==> src/rtl/mbrf_pkg.sv <==
package mbrf_pkg;

    localparam int NUM_REGS       = 16;
    localparam int FIQ_FIRST      = 8;
    localparam int PRIV_FIRST     = 13;
    localparam int NUM_PRIV_BANKS = 4;
    localparam int FIQ_CNT        = NUM_REGS - 1 - FIQ_FIRST;
    localparam int PRIV_CNT       = NUM_REGS - 1 - PRIV_FIRST;
    localparam int USR_BASE       = FIQ_FIRST;
    localparam int FIQ_BASE       = USR_BASE + FIQ_CNT;
    localparam int PRIV_BASE      = FIQ_BASE + FIQ_CNT;
    localparam int PC_SLOT        = PRIV_BASE + NUM_PRIV_BANKS * PRIV_CNT;
    localparam int NUM_SLOTS      = PC_SLOT + 1;
    localparam int SLOT_W         = $clog2(NUM_SLOTS);
    localparam int IDX_W          = $clog2(NUM_REGS);
    localparam int NUM_SAVED      = NUM_PRIV_BANKS + 1;
    localparam int LINK_IDX       = NUM_REGS - 2;

    typedef enum logic [4:0] {
        MODE_USR = 5'h10,
        MODE_FIQ = 5'h11,
        MODE_IRQ = 5'h12,
        MODE_SVC = 5'h13,
        MODE_ABT = 5'h17,
        MODE_UND = 5'h1B,
        MODE_SYS = 5'h1F
    } mode_e;

    // Bank order matters: privileged banks follow BANK_IRQ contiguously.
    typedef enum logic [2:0] {
        BANK_USR = 3'd0,
        BANK_FIQ = 3'd1,
        BANK_IRQ = 3'd2,
        BANK_SVC = 3'd3,
        BANK_ABT = 3'd4,
        BANK_UND = 3'd5
    } bank_e;

    typedef struct packed {
        logic  n;
        logic  z;
        logic  c;
        logic  v;
        logic  i;
        logic  f;
        mode_e mode;
    } status_t;

    function automatic bank_e bank_of(input logic [4:0] m);
        case (m)
            MODE_FIQ: return BANK_FIQ;
            MODE_IRQ: return BANK_IRQ;
            MODE_SVC: return BANK_SVC;
            MODE_ABT: return BANK_ABT;
            MODE_UND: return BANK_UND;
            default:  return BANK_USR;
        endcase
    endfunction

    function automatic logic [31:0] to_word(input status_t s);
        return {s.n, s.z, s.c, s.v, 20'd0, s.i, s.f, 1'b0, s.mode};
    endfunction

    function automatic status_t from_word(input logic [31:0] w);
        status_t s;
        s.n    = w[31];
        s.z    = w[30];
        s.c    = w[29];
        s.v    = w[28];
        s.i    = w[7];
        s.f    = w[6];
        s.mode = mode_e'(w[4:0] | 5'h10);
        return s;
    endfunction

endpackage

==> src/rtl/mbrf_slot_map.sv <==
module mbrf_slot_map
    import mbrf_pkg::*;
(
    input  bank_e              bank,
    input  logic [IDX_W-1:0]   idx,
    output logic [SLOT_W-1:0]  slot
);

    always_comb begin
        int r;
        int s;
        r = int'(idx);
        if (r < FIQ_FIRST) begin
            s = r;
        end else if (r == NUM_REGS - 1) begin
            s = PC_SLOT;
        end else if (bank == BANK_FIQ) begin
            s = FIQ_BASE + r - FIQ_FIRST;
        end else if (bank != BANK_USR && r >= PRIV_FIRST) begin
            s = PRIV_BASE + (int'(bank) - int'(BANK_IRQ)) * PRIV_CNT + r - PRIV_FIRST;
        end else begin
            s = USR_BASE + r - FIQ_FIRST;
        end
        slot = SLOT_W'(s);
    end

endmodule

==> src/rtl/mbrf_storage.sv <==
module mbrf_storage
    import mbrf_pkg::*;
#(
    parameter int DATA_W = 32
) (
    input  logic                clk,
    input  logic                rst_n,
    input  logic                we,
    input  logic [SLOT_W-1:0]   wslot,
    input  logic [DATA_W-1:0]   wdata,
    input  logic                lk_we,
    input  logic [SLOT_W-1:0]   lk_slot,
    input  logic [DATA_W-1:0]   lk_data,
    input  logic [SLOT_W-1:0]   ra_slot,
    input  logic [SLOT_W-1:0]   rb_slot,
    output logic [DATA_W-1:0]   ra_data,
    output logic [DATA_W-1:0]   rb_data
);

    logic [DATA_W-1:0] mem [NUM_SLOTS];

    always_ff @(posedge clk or negedge rst_n) begin
        if (!rst_n) begin
            for (int g = 0; g < NUM_SLOTS; g++) begin
                mem[g] <= '0;
            end
        end else begin
            for (int g = 0; g < NUM_SLOTS; g++) begin
                if (lk_we && lk_slot == SLOT_W'(g)) begin
                    mem[g] <= lk_data;
                end else if (we && wslot == SLOT_W'(g)) begin
                    mem[g] <= wdata;
                end
            end
        end
    end

    assign ra_data = mem[ra_slot];
    assign rb_data = mem[rb_slot];

endmodule

==> src/rtl/mbrf_status.sv <==
module mbrf_status
    import mbrf_pkg::*;
(
    input  logic         clk,
    input  logic         rst_n,
    input  logic         exc_en,
    input  logic [4:0]   exc_mode,
    input  logic         mode_req,
    input  logic [4:0]   mode_req_val,
    input  logic         st_we,
    input  logic         st_saved,
    input  logic [31:0]  st_wdata,
    output logic [31:0]  cur_word,
    output logic [31:0]  saved_word,
    output bank_e        cur_bank,
    output bank_e        exc_bank
);

    status_t cur_q, cur_d;
    status_t saved_q [NUM_SAVED];
    status_t saved_d [NUM_SAVED];
    status_t wr_st;
    logic    unused_bits;

    assign unused_bits = ^{st_wdata[27:8], st_wdata[5]};
    assign wr_st       = from_word(st_wdata);
    assign cur_bank    = bank_of(cur_q.mode);
    assign exc_bank    = bank_of(exc_mode | 5'h10);

    // Next-state: exception move, request move, or field updates.
    always_comb begin
        cur_d   = cur_q;
        saved_d = saved_q;
        if (exc_en) begin
            if (exc_bank != BANK_USR) begin
                saved_d[int'(exc_bank) - 1] = cur_q;
            end
            cur_d.mode = mode_e'(exc_mode | 5'h10);
            cur_d.i    = 1'b1;
        end else begin
            if (mode_req) begin
                cur_d.mode = mode_e'(mode_req_val | 5'h10);
            end
            if (st_we && !st_saved) begin
                cur_d.n = wr_st.n;
                cur_d.z = wr_st.z;
                cur_d.c = wr_st.c;
                cur_d.v = wr_st.v;
                cur_d.i = wr_st.i;
                cur_d.f = wr_st.f;
            end
            if (st_we && st_saved && cur_bank != BANK_USR) begin
                saved_d[int'(cur_bank) - 1] = wr_st;
            end
        end
    end

    // State register.
    always_ff @(posedge clk or negedge rst_n) begin
        if (!rst_n) begin
            cur_q <= '{n: 1'b0, z: 1'b0, c: 1'b0, v: 1'b0,
                       i: 1'b1, f: 1'b1, mode: MODE_SVC};
            for (int k = 0; k < NUM_SAVED; k++) begin
                saved_q[k] <= '{n: 1'b0, z: 1'b0, c: 1'b0, v: 1'b0,
                               i: 1'b0, f: 1'b0, mode: mode_e'(5'h00)};
            end
        end else begin
            cur_q <= cur_d;
            for (int k = 0; k < NUM_SAVED; k++) begin
                saved_q[k] <= saved_d[k];
            end
        end
    end

    // Outputs.
    always_comb begin
        cur_word = to_word(cur_q);
        unique case (cur_bank)
            BANK_USR: saved_word = cur_word;
            BANK_FIQ: saved_word = to_word(saved_q[0]);
            BANK_IRQ: saved_word = to_word(saved_q[1]);
            BANK_SVC: saved_word = to_word(saved_q[2]);
            BANK_ABT: saved_word = to_word(saved_q[3]);
            BANK_UND: saved_word = to_word(saved_q[4]);
            default:  saved_word = cur_word;
        endcase
    end

endmodule

==> src/rtl/mode_bank_regfile.sv <==
module mode_bank_regfile
    import mbrf_pkg::*;
#(
    parameter int DATA_W = 32
) (
    input  logic               clk,
    input  logic               rst_n,
    input  logic [3:0]         rd_a_idx,
    output logic [DATA_W-1:0]  rd_a_data,
    input  logic [3:0]         rd_b_idx,
    output logic [DATA_W-1:0]  rd_b_data,
    input  logic               wr_en,
    input  logic [3:0]         wr_idx,
    input  logic [DATA_W-1:0]  wr_data,
    input  logic               mode_req,
    input  logic [4:0]         mode_req_val,
    input  logic               exc_en,
    input  logic [4:0]         exc_mode,
    input  logic [DATA_W-1:0]  exc_ret,
    input  logic               status_wr_en,
    input  logic               status_wr_saved,
    input  logic [31:0]        status_wr_data,
    output logic [31:0]        cur_status,
    output logic [31:0]        saved_status
);

    localparam int NUM_MAPS = 4;

    bank_e              cur_bank, exc_bank;
    bank_e              map_bank [NUM_MAPS];
    logic [IDX_W-1:0]   map_idx  [NUM_MAPS];
    logic [SLOT_W-1:0]  map_slot [NUM_MAPS];

    mbrf_status u_status (
        .clk          (clk),
        .rst_n        (rst_n),
        .exc_en       (exc_en),
        .exc_mode     (exc_mode),
        .mode_req     (mode_req),
        .mode_req_val (mode_req_val),
        .st_we        (status_wr_en),
        .st_saved     (status_wr_saved),
        .st_wdata     (status_wr_data),
        .cur_word     (cur_status),
        .saved_word   (saved_status),
        .cur_bank     (cur_bank),
        .exc_bank     (exc_bank)
    );

    // Map 0/1: read ports, 2: write port, 3: exception link register.
    assign map_bank[0] = cur_bank;
    assign map_idx[0]  = rd_a_idx;
    assign map_bank[1] = cur_bank;
    assign map_idx[1]  = rd_b_idx;
    assign map_bank[2] = cur_bank;
    assign map_idx[2]  = wr_idx;
    assign map_bank[3] = exc_bank;
    assign map_idx[3]  = IDX_W'(LINK_IDX);

    for (genvar m = 0; m < NUM_MAPS; m++) begin : g_map
        mbrf_slot_map u_map (
            .bank (map_bank[m]),
            .idx  (map_idx[m]),
            .slot (map_slot[m])
        );
    end

    mbrf_storage #(.DATA_W(DATA_W)) u_store (
        .clk     (clk),
        .rst_n   (rst_n),
        .we      (wr_en && !exc_en),
        .wslot   (map_slot[2]),
        .wdata   (wr_data),
        .lk_we   (exc_en),
        .lk_slot (map_slot[3]),
        .lk_data (exc_ret),
        .ra_slot (map_slot[0]),
        .rb_slot (map_slot[1]),
        .ra_data (rd_a_data),
        .rb_data (rd_b_data)
    );

endmodule

==> config.mk <==
export PLATFORM = sky130hd
export DESIGN_NAME = mode_bank_regfile
export DESIGN_NICKNAME = d
export VERILOG_FILES = /design/src/rtl/mbrf_pkg.sv /design/src/rtl/mbrf_slot_map.sv /design/src/rtl/mbrf_storage.sv /design/src/rtl/mbrf_status.sv /design/src/rtl/mode_bank_regfile.sv
export SDC_FILE = /design/constraint.sdc
export NUM_CORES = 2
export LEC_CHECK = 0
export BUFFER_PORTS_ARGS = -buffer_cell sky130_fd_sc_hd__clkbuf_2
export CAP_MARGIN = 0
export CELL_PAD_IN_SITES_DETAIL_PLACEMENT = 1
export CELL_PAD_IN_SITES_GLOBAL_PLACEMENT = 1
export CORE_MARGIN = 5
export CORE_UTILIZATION = 40
export DETAILED_ROUTE_END_ITERATION = 16
export GPL_ROUTABILITY_DRIVEN = 1
export PLACE_DENSITY_LB_ADDON = 0.15
export SYNTH_ARGS = -nofsm -noshare
export SYNTH_HDL_FRONTEND = slang
export SYNTH_SLANG_ARGS = --single-unit
==> constraint.sdc <==
create_clock -name clk -period 16.05 [get_ports clk]
set_input_delay 0 -clock clk [delete_from_list [all_inputs] [get_ports clk]]
set_output_delay 0 -clock clk [all_outputs]
set_load 0.05 [all_outputs]
Word-level counts from Yosys, hierarchy flattened --
Index checks and enable logic that the tools add are counted.
Word-level totals: flip-flop bits (word level) 1058, latch bits 0, bits in writable memories 0, bits in read-only memories 0, input bits 125, output and inout bits 128, logic and storage cells 407, memories 0
Operators by class: add/sub/neg operators 26, multipliers 0, div/mod/pow operators 0, magnitude comparators 12, equal/unequal tests 80, shift-type cells 0, mux-type cells 98, bitwise logic cells 5, reduce and logical (&&, ||, !) cells 113
Operators by type and width (number):
- 32-bit 2-to-1 mux | 66
- 32-bit binary-select mux with 5-bit select | 2
- 5-bit == test (second input constant) | 35
- 55-bit 2-to-1 mux | 3
- 32-bit case mux with 5 select lines | 1
- 55-bit bitwise mux | 2
- 5-bit by 4-bit == test with 1-bit output (second input constant) | 16
- 5-bit 2-to-1 mux | 16
- 1-bit logical AND | 71
- 2-bit nonzero test | 34
- 11-bit demux with 3-bit select | 2
- 32-bit by 4-bit greater-or-equal comparator with 1-bit output (second input constant) | 2
- 32-bit by 1-bit less-than comparator with 1-bit output (second input constant) | 2
- 32-bit NOT | 2
- 5-bit subtractor (second input constant) | 10
- 5-bit by 3-bit == test with 1-bit output (second input constant) | 8
- 4-bit by 4-bit adder with 5-bit output (first input constant) | 6
- 3-bit case mux with 5 select lines | 2
- 11-bit 2-to-1 mux | 2
- 5-bit by 2-bit == test with 1-bit output (second input constant) | 4
- 4-bit by 1-bit == test with 1-bit output (second input constant) | 4
- 5-bit adder | 3
- 4-bit greater-or-equal comparator (second input constant) | 3
- 6-bit greater-or-equal comparator (second input constant) | 2
- other kinds (21) | 36

Logic depth before layout (Yosys ltp) --
depth after elaboration 14, depth in mapped cells 24, gate-level depth less buffers 19

Modules after synthesis --
A second synthesis with hierarchy kept.
Second synthesis, totals: cells, all modules 6569, area total of the unflattened synthesis 67468.5 um^2
By module, submodules not included:
- mbrf_storage | times used 1, cells an instance 5981, area an instance 61958.2 um^2, seq. area each 24823.8 um^2
- mbrf_status | times used 1, cells an instance 393, area an instance 4002.6 um^2, seq. area each 1631.6 um^2
- mbrf_slot_map | times used 4, cells an instance 48, area an instance 371.6 um^2, seq. area each 0.0 um^2
- mode_bank_regfile | times used 1, cells an instance 3, area an instance 21.3 um^2, seq. area each 0.0 um^2

Least setup slack after synthesis --
Ideal clock, no wire load.
path kind flip-flop to output port, from register u_status.cur_q (netlist bit u_status.cur_word[1]), to output port rd_b_data[21], data arrival time 7.001 ns, data required time 16.050 ns, setup slack 9.049 ns, stages on the path, launching flop included 22, buffers on the path 4, cell sequence dfstp_2 -> buf_2 -> nand2_1 -> nor2_1 -> inv_1 -> clkbuf_1 -> ha_1 -> mux2_2 -> or3b_2 -> ha_1 -> inv_1 -> ha_1 -> fa_1 -> nor3_1 -> a211oi_1 -> a311oi_2 -> buf_2 -> buf_1 -> nand4_1 -> o21ai_0 -> o41ai_1 -> nor4_1
Between the ends: word-level cells in the longest chain between the ends 14, elaborated cells on any way between the ends 21, those cells by class add/sub (4); eq/ne (6); mux (8); bitwise (1); reduce/logical (2)
Ends and longest elaborated chain:
- start: declaration | RTL line mbrf_status.sv:19 | status_t cur_q, cur_d;
- start signal: assignment | RTL line mbrf_status.sv:61 | cur_q <= '{n: 1'b0, z: 1'b0, c: 1'b0, v: 1'b0,
- start signal: assignment | RTL line mbrf_status.sv:68 | cur_q <= cur_d;
- 5-bit == test | RTL line mbrf_pkg.sv:50 | case (m)
- 3-bit case mux with 5 select lines * | RTL line mbrf_pkg.sv:50
- 3-bit by 2-bit subtractor with 4-bit output | RTL line mbrf_slot_map.sv:20 | s = PRIV_BASE + (int'(bank) - int'(BANK_IRQ)) * PRIV_CNT + r - PRIV_FIRST;
- 5-bit adder (2 in a row) | RTL line mbrf_slot_map.sv:20
- 5-bit subtractor | RTL line mbrf_slot_map.sv:20
- 5-bit 2-to-1 mux | RTL line mbrf_slot_map.sv:19 | end else if (bank != BANK_USR && r >= PRIV_FIRST) begin
- 5-bit 2-to-1 mux * | RTL line mbrf_slot_map.sv:17 | end else if (bank == BANK_FIQ) begin
- 5-bit 2-to-1 mux * | RTL line mbrf_slot_map.sv:15 | end else if (r == NUM_REGS - 1) begin
- 5-bit 2-to-1 mux * | RTL line mbrf_slot_map.sv:13 | if (r < FIQ_FIRST) begin
- 5-bit NOT with 6-bit output (not written as such) * | RTL line mbrf_storage.sv:39 | assign rb_data = mem[rb_slot];
- 32-bit binary-select mux with 5-bit select * | RTL line mbrf_storage.sv:39
- 32-bit 2-to-1 mux (not written as such) * (2 in a row) | RTL line mbrf_storage.sv:39
- end: declaration | RTL line mode_bank_regfile.sv:11 | output logic [DATA_W-1:0] rd_b_data,
Mark *: on every way between the ends. The rest lies on a longest branch, timed or not. The select of a mux whose other input is x is not followed.

Worst setup path after layout --
from register u_status.cur_q (netlist bit u_status.cur_word[2]), to output port rd_a_data[31]
Between the ends: word-level cells in the longest chain between the ends 14, elaborated cells on any way between the ends 21, those cells by class add/sub (4); eq/ne (6); mux (8); bitwise (1); reduce/logical (2)
Ends and longest elaborated chain:
- 5-bit == test | RTL line mbrf_pkg.sv:50
- 3-bit case mux with 5 select lines * | RTL line mbrf_pkg.sv:50
- 3-bit by 2-bit subtractor with 4-bit output | RTL line mbrf_slot_map.sv:20
- 5-bit adder (2 in a row) | RTL line mbrf_slot_map.sv:20
- 5-bit subtractor | RTL line mbrf_slot_map.sv:20
- 5-bit 2-to-1 mux | RTL line mbrf_slot_map.sv:19
- 5-bit 2-to-1 mux * | RTL line mbrf_slot_map.sv:17
- 5-bit 2-to-1 mux * | RTL line mbrf_slot_map.sv:15
- 5-bit 2-to-1 mux * | RTL line mbrf_slot_map.sv:13
- 5-bit NOT with 6-bit output (not written as such) * | RTL line mbrf_storage.sv:38 | assign ra_data = mem[ra_slot];
- 32-bit binary-select mux with 5-bit select * | RTL line mbrf_storage.sv:38
- 32-bit 2-to-1 mux (not written as such) * (2 in a row) | RTL line mbrf_storage.sv:38
- end: declaration | RTL line mode_bank_regfile.sv:9 | output logic [DATA_W-1:0] rd_a_data,
Marked as above.

==> flow_summary.html <==
<table>
<tr><th>Metric</th><th>Value</th></tr>
<tr><th colspan="2">Drt</th></tr>
<tr><td>Wire length reported by the detailed router</td><td>294000 microns</td></tr>
<tr><td>Number of vias after detailed routing</td><td>58.3k</td></tr>
<tr><td>Via density</td><td>approximately 6.5</td></tr>
<tr><td>DRC violation count after routing</td><td>0</td></tr>
<tr><td>Iteration-0 DRC count of the detailed router</td><td>5740</td></tr>
<tr><td>Routed length per placed instance</td><td>approximately 33 microns</td></tr>
<tr><td>Total iterations of the first detailed-routing run</td><td>6</td></tr>
<tr><td>Routed Antenna Nets</td><td>0</td></tr>
<tr><th colspan="2">Run status</th></tr>
<tr><td>Result of the run</td><td>finished, final reports clean</td></tr>
<tr><th colspan="2">CTS</th></tr>
<tr><td>Insertion delay of the later-clocked pin in the worst-skew pair</td><td>790 ps</td></tr>
<tr><td>CTS tree</td><td>done</td></tr>
<tr><td>Library cell used as clock root buffer</td><td>sky130_fd_sc_hd__clkbuf_16</td></tr>
<tr><td>Post-CTS sizing</td><td>0</td></tr>
<tr><td>Number of clock sinks</td><td>roughly 1.1k</td></tr>
<tr><td>Clock H-tree levels</td><td>4</td></tr>
<tr><td>Clk buf depth</td><td>3</td></tr>
<tr><td>Clk pin slew, worst setup/hold paths</td><td>~50 ps</td></tr>
<tr><td>Total clock buffers created by CTS</td><td>between 100 and 150</td></tr>
<tr><th colspan="2">STA</th></tr>
<tr><td>Hold slack final</td><td>84.4 ps</td></tr>
<tr><td>Count of final max-slew check failures</td><td>0</td></tr>
<tr><td>Fmax</td><td>about 0.09 GHz</td></tr>
<tr><td>Count of final hold-check violations</td><td>0</td></tr>
<tr><td>Clock skew after layout</td><td>33.5 ps</td></tr>
<tr><td>Max-Slew Margin vs Limit</td><td>0.119</td></tr>
<tr><td>Slew of the pin with the lowest slew margin</td><td>1310 ps</td></tr>
<tr><td>Unrepaired setup endpoints after global routing</td><td>no</td></tr>
<tr><td>Final critical-path share of the clock period</td><td>0.709</td></tr>
<tr><td>Time the final worst path needs with I/O delays and setup</td><td>approximately 11000 ps</td></tr>
<tr><td>TNS Setup</td><td>0 ps</td></tr>
<tr><td>Final setup violation count</td><td>0</td></tr>
<tr><th colspan="2">Worst setup path</th></tr>
<tr><td>Worst path max stage delay</td><td>between 800 and 900 ps</td></tr>
<tr><td>Endpoint class of the critical path</td><td>output port</td></tr>
<tr><td>Arr. time, crit path</td><td>11380 ps</td></tr>
<tr><td>Cell chain of the critical path</td><td>xnor2_2 -&gt; nor2_1 -&gt; buf_4 -&gt; inv_1 -&gt; ha_1 -&gt; mux2_2 -&gt; or3b_2 -&gt; ha_1 -&gt; inv_1 -&gt; ha_1 -&gt; fa_1 -&gt; o311ai_4 -&gt; buf_4 -&gt; and2_4 -&gt; buf_4 -&gt; nand3_2 -&gt; buf_4 -&gt; a221oi_1 -&gt; a31oi_1 -&gt; nand4_1 -&gt; clkbuf_2</td></tr>
<tr><td>Required time of the critical path</td><td>around 16000 ps</td></tr>
<tr><td>CP Launch Type</td><td>flop</td></tr>
<tr><td>Max Fanout on Critical Path</td><td>51</td></tr>
<tr><td>Crit-path slowest cell</td><td>sky130_fd_sc_hd__o311ai_4</td></tr>
<tr><td>Top delay family on crit path</td><td>buffers and inverters</td></tr>
<tr><td>Critical path type</td><td>flop to output port</td></tr>
<tr><td>Most Frequent Cell on Critical Path</td><td>sky130_fd_sc_hd__buf_4</td></tr>
<tr><td>Buffers and inverters on the worst path</td><td>7</td></tr>
<tr><th colspan="2">Final layout</th></tr>
<tr><td>Count of placed standard cells in the final layout, fillers left out</td><td>roughly 9k</td></tr>
<tr><td>Area growth, synth to finish</td><td>11.8%</td></tr>
<tr><td>Area taken by multi-input logic gates</td><td>about 35000 sq um</td></tr>
<tr><td>Register Area</td><td>between 20000 and 30000 sq um</td></tr>
<tr><td>NumNets Final</td><td>just under 7k</td></tr>
<tr><td>Filler Cell Count</td><td>about 18k</td></tr>
<tr><td>Fraction of layout cells with a size suffix above 1</td><td>0.174</td></tr>
<tr><th colspan="2">Global routing</th></tr>
<tr><td>Combined global-route utilization of all metal layers</td><td>0.336</td></tr>
<tr><td>Number of global-route vias before repair</td><td>around 60k</td></tr>
<tr><td>Global route total overflow</td><td>0</td></tr>
<tr><td>Initial antenna violation count</td><td>27</td></tr>
<tr><td>Wire length of the first global-routing pass</td><td>around 420000 microns</td></tr>
<tr><td>Maximum number of pins on one net before global-route repair</td><td>about 160</td></tr>
<tr><th colspan="2">Die</th></tr>
<tr><td>Boundary Pins</td><td>~250</td></tr>
<tr><td>Die span in x</td><td>about 410 microns</td></tr>
<tr><td>Die H</td><td>slightly above 400 microns</td></tr>
<tr><td>Initial core utilization</td><td>0.401</td></tr>
<tr><td>Site row count</td><td>148</td></tr>
<tr><td>Floorplan die area</td><td>between 150000 and 200000 sq um</td></tr>
<tr><td>CORE AREA</td><td>162000 sq um</td></tr>
<tr><th colspan="2">Logic synthesis</th></tr>
<tr><td>Mean instance size in the synthesized netlist</td><td>around 9.5 sq um</td></tr>
<tr><td>Cell area after synthesis</td><td>65000 sq um</td></tr>
<tr><td>Most common flop cell mapped by yosys</td><td>sky130_fd_sc_hd__dfrtp_1</td></tr>
<tr><td>Fraction of synthesized cell area taken by the top area cell type</td><td>0.405</td></tr>
<tr><td>Sequential area share after synthesis</td><td>0.407</td></tr>
<tr><td>Number of register bits inferred by synthesis</td><td>between 1k and 1.5k</td></tr>
<tr><td>FFs w/ async S/R, synth</td><td>1.00</td></tr>
<tr><td>Most area-hungry cell type in the Yosys netlist</td><td>sky130_fd_sc_hd__dfrtp_1</td></tr>
<tr><td>Cells taking the most area after synthesis</td><td>sky130_fd_sc_hd__dfrtp_1 41%, sky130_fd_sc_hd__mux2i_1 11%, sky130_fd_sc_hd__mux2_2 8.9%, sky130_fd_sc_hd__nand2_1 6.3%, sky130_fd_sc_hd__mux2_1 3.4%</td></tr>
<tr><td>Instance count of the mapped netlist</td><td>~6.8k</td></tr>
<tr><td>Synth Warn #</td><td>0</td></tr>
<tr><td>Post-synth EDFFs</td><td>0</td></tr>
<tr><td>Number of distinct library cell variants in the gate-level netlist after synthesis</td><td>between 90 and 100</td></tr>
<tr><th colspan="2">Power and ir drop</th></tr>
<tr><td>Worst ir drop on vdd</td><td>roughly 0.00013 V</td></tr>
<tr><td>Total leakage power</td><td>between 30 and 40 nW</td></tr>
<tr><td>Power per Cell Area</td><td>131 nW/um^2</td></tr>
<tr><th colspan="2">Placement</th></tr>
<tr><td>Placed Cells incl. Taps</td><td>about 8.6k</td></tr>
<tr><td>Half-perimeter wire length after placement</td><td>about 170000 microns</td></tr>
<tr><td>Placer's final routability congestion estimate</td><td>0.856</td></tr>
<tr><td>Count of port buffers added during placement</td><td>about 190</td></tr>
<tr><th colspan="2">Worst hold path</th></tr>
<tr><td>Path category of the worst min-delay check</td><td>primary input to flop</td></tr>
<tr><th colspan="2">Run</th></tr>
<tr><td>Count of maximum capacitance violations</td><td>0</td></tr>
</table>
placed cells by master, fill, tap and decap left out, types with 19 or more instances in the layout:
cell type / synthesis / routed
sky130_fd_sc_hd__clkbuf_2: 0 / 184
sky130_fd_sc_hd__a221o_1: 32 / 32
sky130_fd_sc_hd__a31oi_1: 224 / 224
sky130_fd_sc_hd__nor3_1: 23 / 19
sky130_fd_sc_hd__nand4_1: 124 / 124
sky130_fd_sc_hd__a32oi_1: 33 / 33
sky130_fd_sc_hd__dfrtp_1: 1053 / 1053
sky130_fd_sc_hd__clkbuf_8: 0 / 42
sky130_fd_sc_hd__mux2_1: 199 / 199
sky130_fd_sc_hd__o31ai_1: 30 / 30
sky130_fd_sc_hd__ha_1: 42 / 42
sky130_fd_sc_hd__conb_1: 2 / 43
sky130_fd_sc_hd__o21ai_1: 78 / 80
sky130_fd_sc_hd__nand2_1: 1095 / 1081
sky130_fd_sc_hd__and3_1: 132 / 131
sky130_fd_sc_hd__o22ai_1: 64 / 64
sky130_fd_sc_hd__nand3_1: 129 / 111
sky130_fd_sc_hd__a221oi_1: 99 / 99
sky130_fd_sc_hd__inv_1: 93 / 93
sky130_fd_sc_hd__o41ai_1: 31 / 31
sky130_fd_sc_hd__a311oi_1: 65 / 65
sky130_fd_sc_hd__mux2i_1: 721 / 720
sky130_fd_sc_hd__a2111oi_0: 33 / 33
sky130_fd_sc_hd__mux2_2: 513 / 512
sky130_fd_sc_hd__a211oi_1: 139 / 138
sky130_fd_sc_hd__clkbuf_16: 0 / 135
sky130_fd_sc_hd__clkbuf_1: 506 / 27
sky130_fd_sc_hd__nor2_4: 7 / 20
sky130_fd_sc_hd__a22o_1: 39 / 39
sky130_fd_sc_hd__a21oi_1: 118 / 117
sky130_fd_sc_hd__nor2_1: 204 / 196
sky130_fd_sc_hd__a22oi_1: 112 / 111
sky130_fd_sc_hd__nor4_1: 36 / 31
sky130_fd_sc_hd__o21ai_0: 408 / 403
sky130_fd_sc_hd__buf_4: 70 / 143
sky130_fd_sc_hd__dlygate4sd3_1: 0 / 122
flip-flops by register name, indices dropped and copies added, names as in the netlist:
signal,count
u_status.saved_q,55
u_store.mem,992
u_status.cur_word,10
routing by layer:
metal  part of all wire  vias to the layer above  wire length (microns)  global-route usage
met1               0.43                    30400                 127000               0.459
met3              0.080                      674                  23600              0.0691
met2               0.44                     2617                 129000               0.516
li1                   -                    24600                      -                   -
met5            0.00034                        -                     99                   0
met4              0.051                       10                  15000               0.149
stage by stage:
stage,utilization,setup slack [ps],power (W),cell area (sq um)
floorplan,-,9050,0.00548,65200
global placement,0.413,6070,0.00627,67100
detailed placement,0.413,5910,0.00637,67100
CTS,0.448,5070,0.00950,72700
global route,0.448,4680,0.00992,72700
finish,0.448,4670,0.00951,72700
worst register-to-register path, stage by stage (launching register included):
cell and delay [ps]:
sky130_fd_sc_hd__dfrtp_1 740, sky130_fd_sc_hd__xnor2_2 290, sky130_fd_sc_hd__nor2_1 170, sky130_fd_sc_hd__buf_4 260
sky130_fd_sc_hd__inv_1 430, sky130_fd_sc_hd__ha_1 390, sky130_fd_sc_hd__mux2_2 290, sky130_fd_sc_hd__or3b_2 550
sky130_fd_sc_hd__inv_1 280, sky130_fd_sc_hd__ha_1 900, sky130_fd_sc_hd__inv_1 410, sky130_fd_sc_hd__a21oi_2 310
sky130_fd_sc_hd__buf_4 260, sky130_fd_sc_hd__a31oi_1 90, sky130_fd_sc_hd__o21a_1 250, sky130_fd_sc_hd__nor3_1 950
sky130_fd_sc_hd__nand3_4 970, sky130_fd_sc_hd__mux2i_1 470, sky130_fd_sc_hd__o21ai_0 110, sky130_fd_sc_hd__dlygate4sd3_1 600
synth_stat cells, drive strengths merged, types with 9 or more instances:
library cell,count
o22ai,65
nand3,129
dfrtp,1053
nor2,217
a22o,39
a221o,32
a221oi,99
a32oi,33
mux2,712
nor4,37
mux2i,721
and3,132
ha,42
a22oi,112
buf,270
a311oi,66
clkbuf,509
o21ai,488
o41ai,32
nand2,1095
nand2b,15
a2111oi,33
nor2b,9
inv,94
nor3,30
o21a,9
nand4,124
o31ai,30
a31oi,225
a211oi,140
a21oi,122
o211ai,16
layout make-up:
| type | count | share of cell area |
|---|---|---|
| diodes | 7 | 0.000241 |
| flip-flops and latches | 1057 | 0.364 |
| clock buffers | 204 | 0.0558 |
| well taps | 2175 | 0.0374 |
| repair buffers | 458 | 0.0467 |
| clock inverters | 32 | 0.00435 |
| multi-input cells | 4938 | 0.487 |
| inverters | 95 | 0.00490 |
power by group:
group / total (W) / internal (W) / switching [W]
logic: 0.00264 / 0.000973 / 0.00166
clock network: 0.00307 / 0.00179 / 0.00128
registers: 0.00380 / 0.00329 / 0.000512
total: 0.00951 / 0.00605 / 0.00346
path summary, 6_finish.rpt:
check	from	endpoint	slack, ps	cells after the start
max in group asynchronous	rst_n	u_store.mem[429]$_DFFE_PN0P_	12620	7
max reg2reg	u_status.cur_word[2]$_DFFE_PN0P_	u_store.mem[231]$_DFFE_PN0P_	7220	19
min in group asynchronous	rst_n	u_store.mem[124]$_DFFE_PN0P_	460	4
min	mode_req_val[2]	u_status.cur_word[2]$_DFFE_PN0P_	80	4
max	u_status.cur_word[2]$_DFFE_PN0P_	rd_a_data[31]	4670	21
min reg2reg	u_status.saved_q[15]$_DFFE_PN0P_	u_status.saved_q[15]$_DFFE_PN0P_	470	1
cells by family after synthesis:
family | share of synthesized area
AO/OA/AOI/OAI | 0.164
XOR/XNOR | 0.00241
adder cells (fa/ha/maj) | 0.00901
buffers and inverters | 0.0597
flip-flops | 0.407
multiplexers | 0.234
other | 0.000116
AND/OR/NAND/NOR | 0.124
repair_timing:
action	CTS	global route
buffers inserted	0	0
endpoints found under the hold margin	875	0
hold buffers	123	0
Note: power is estimated with default switching activity, not from simulation.
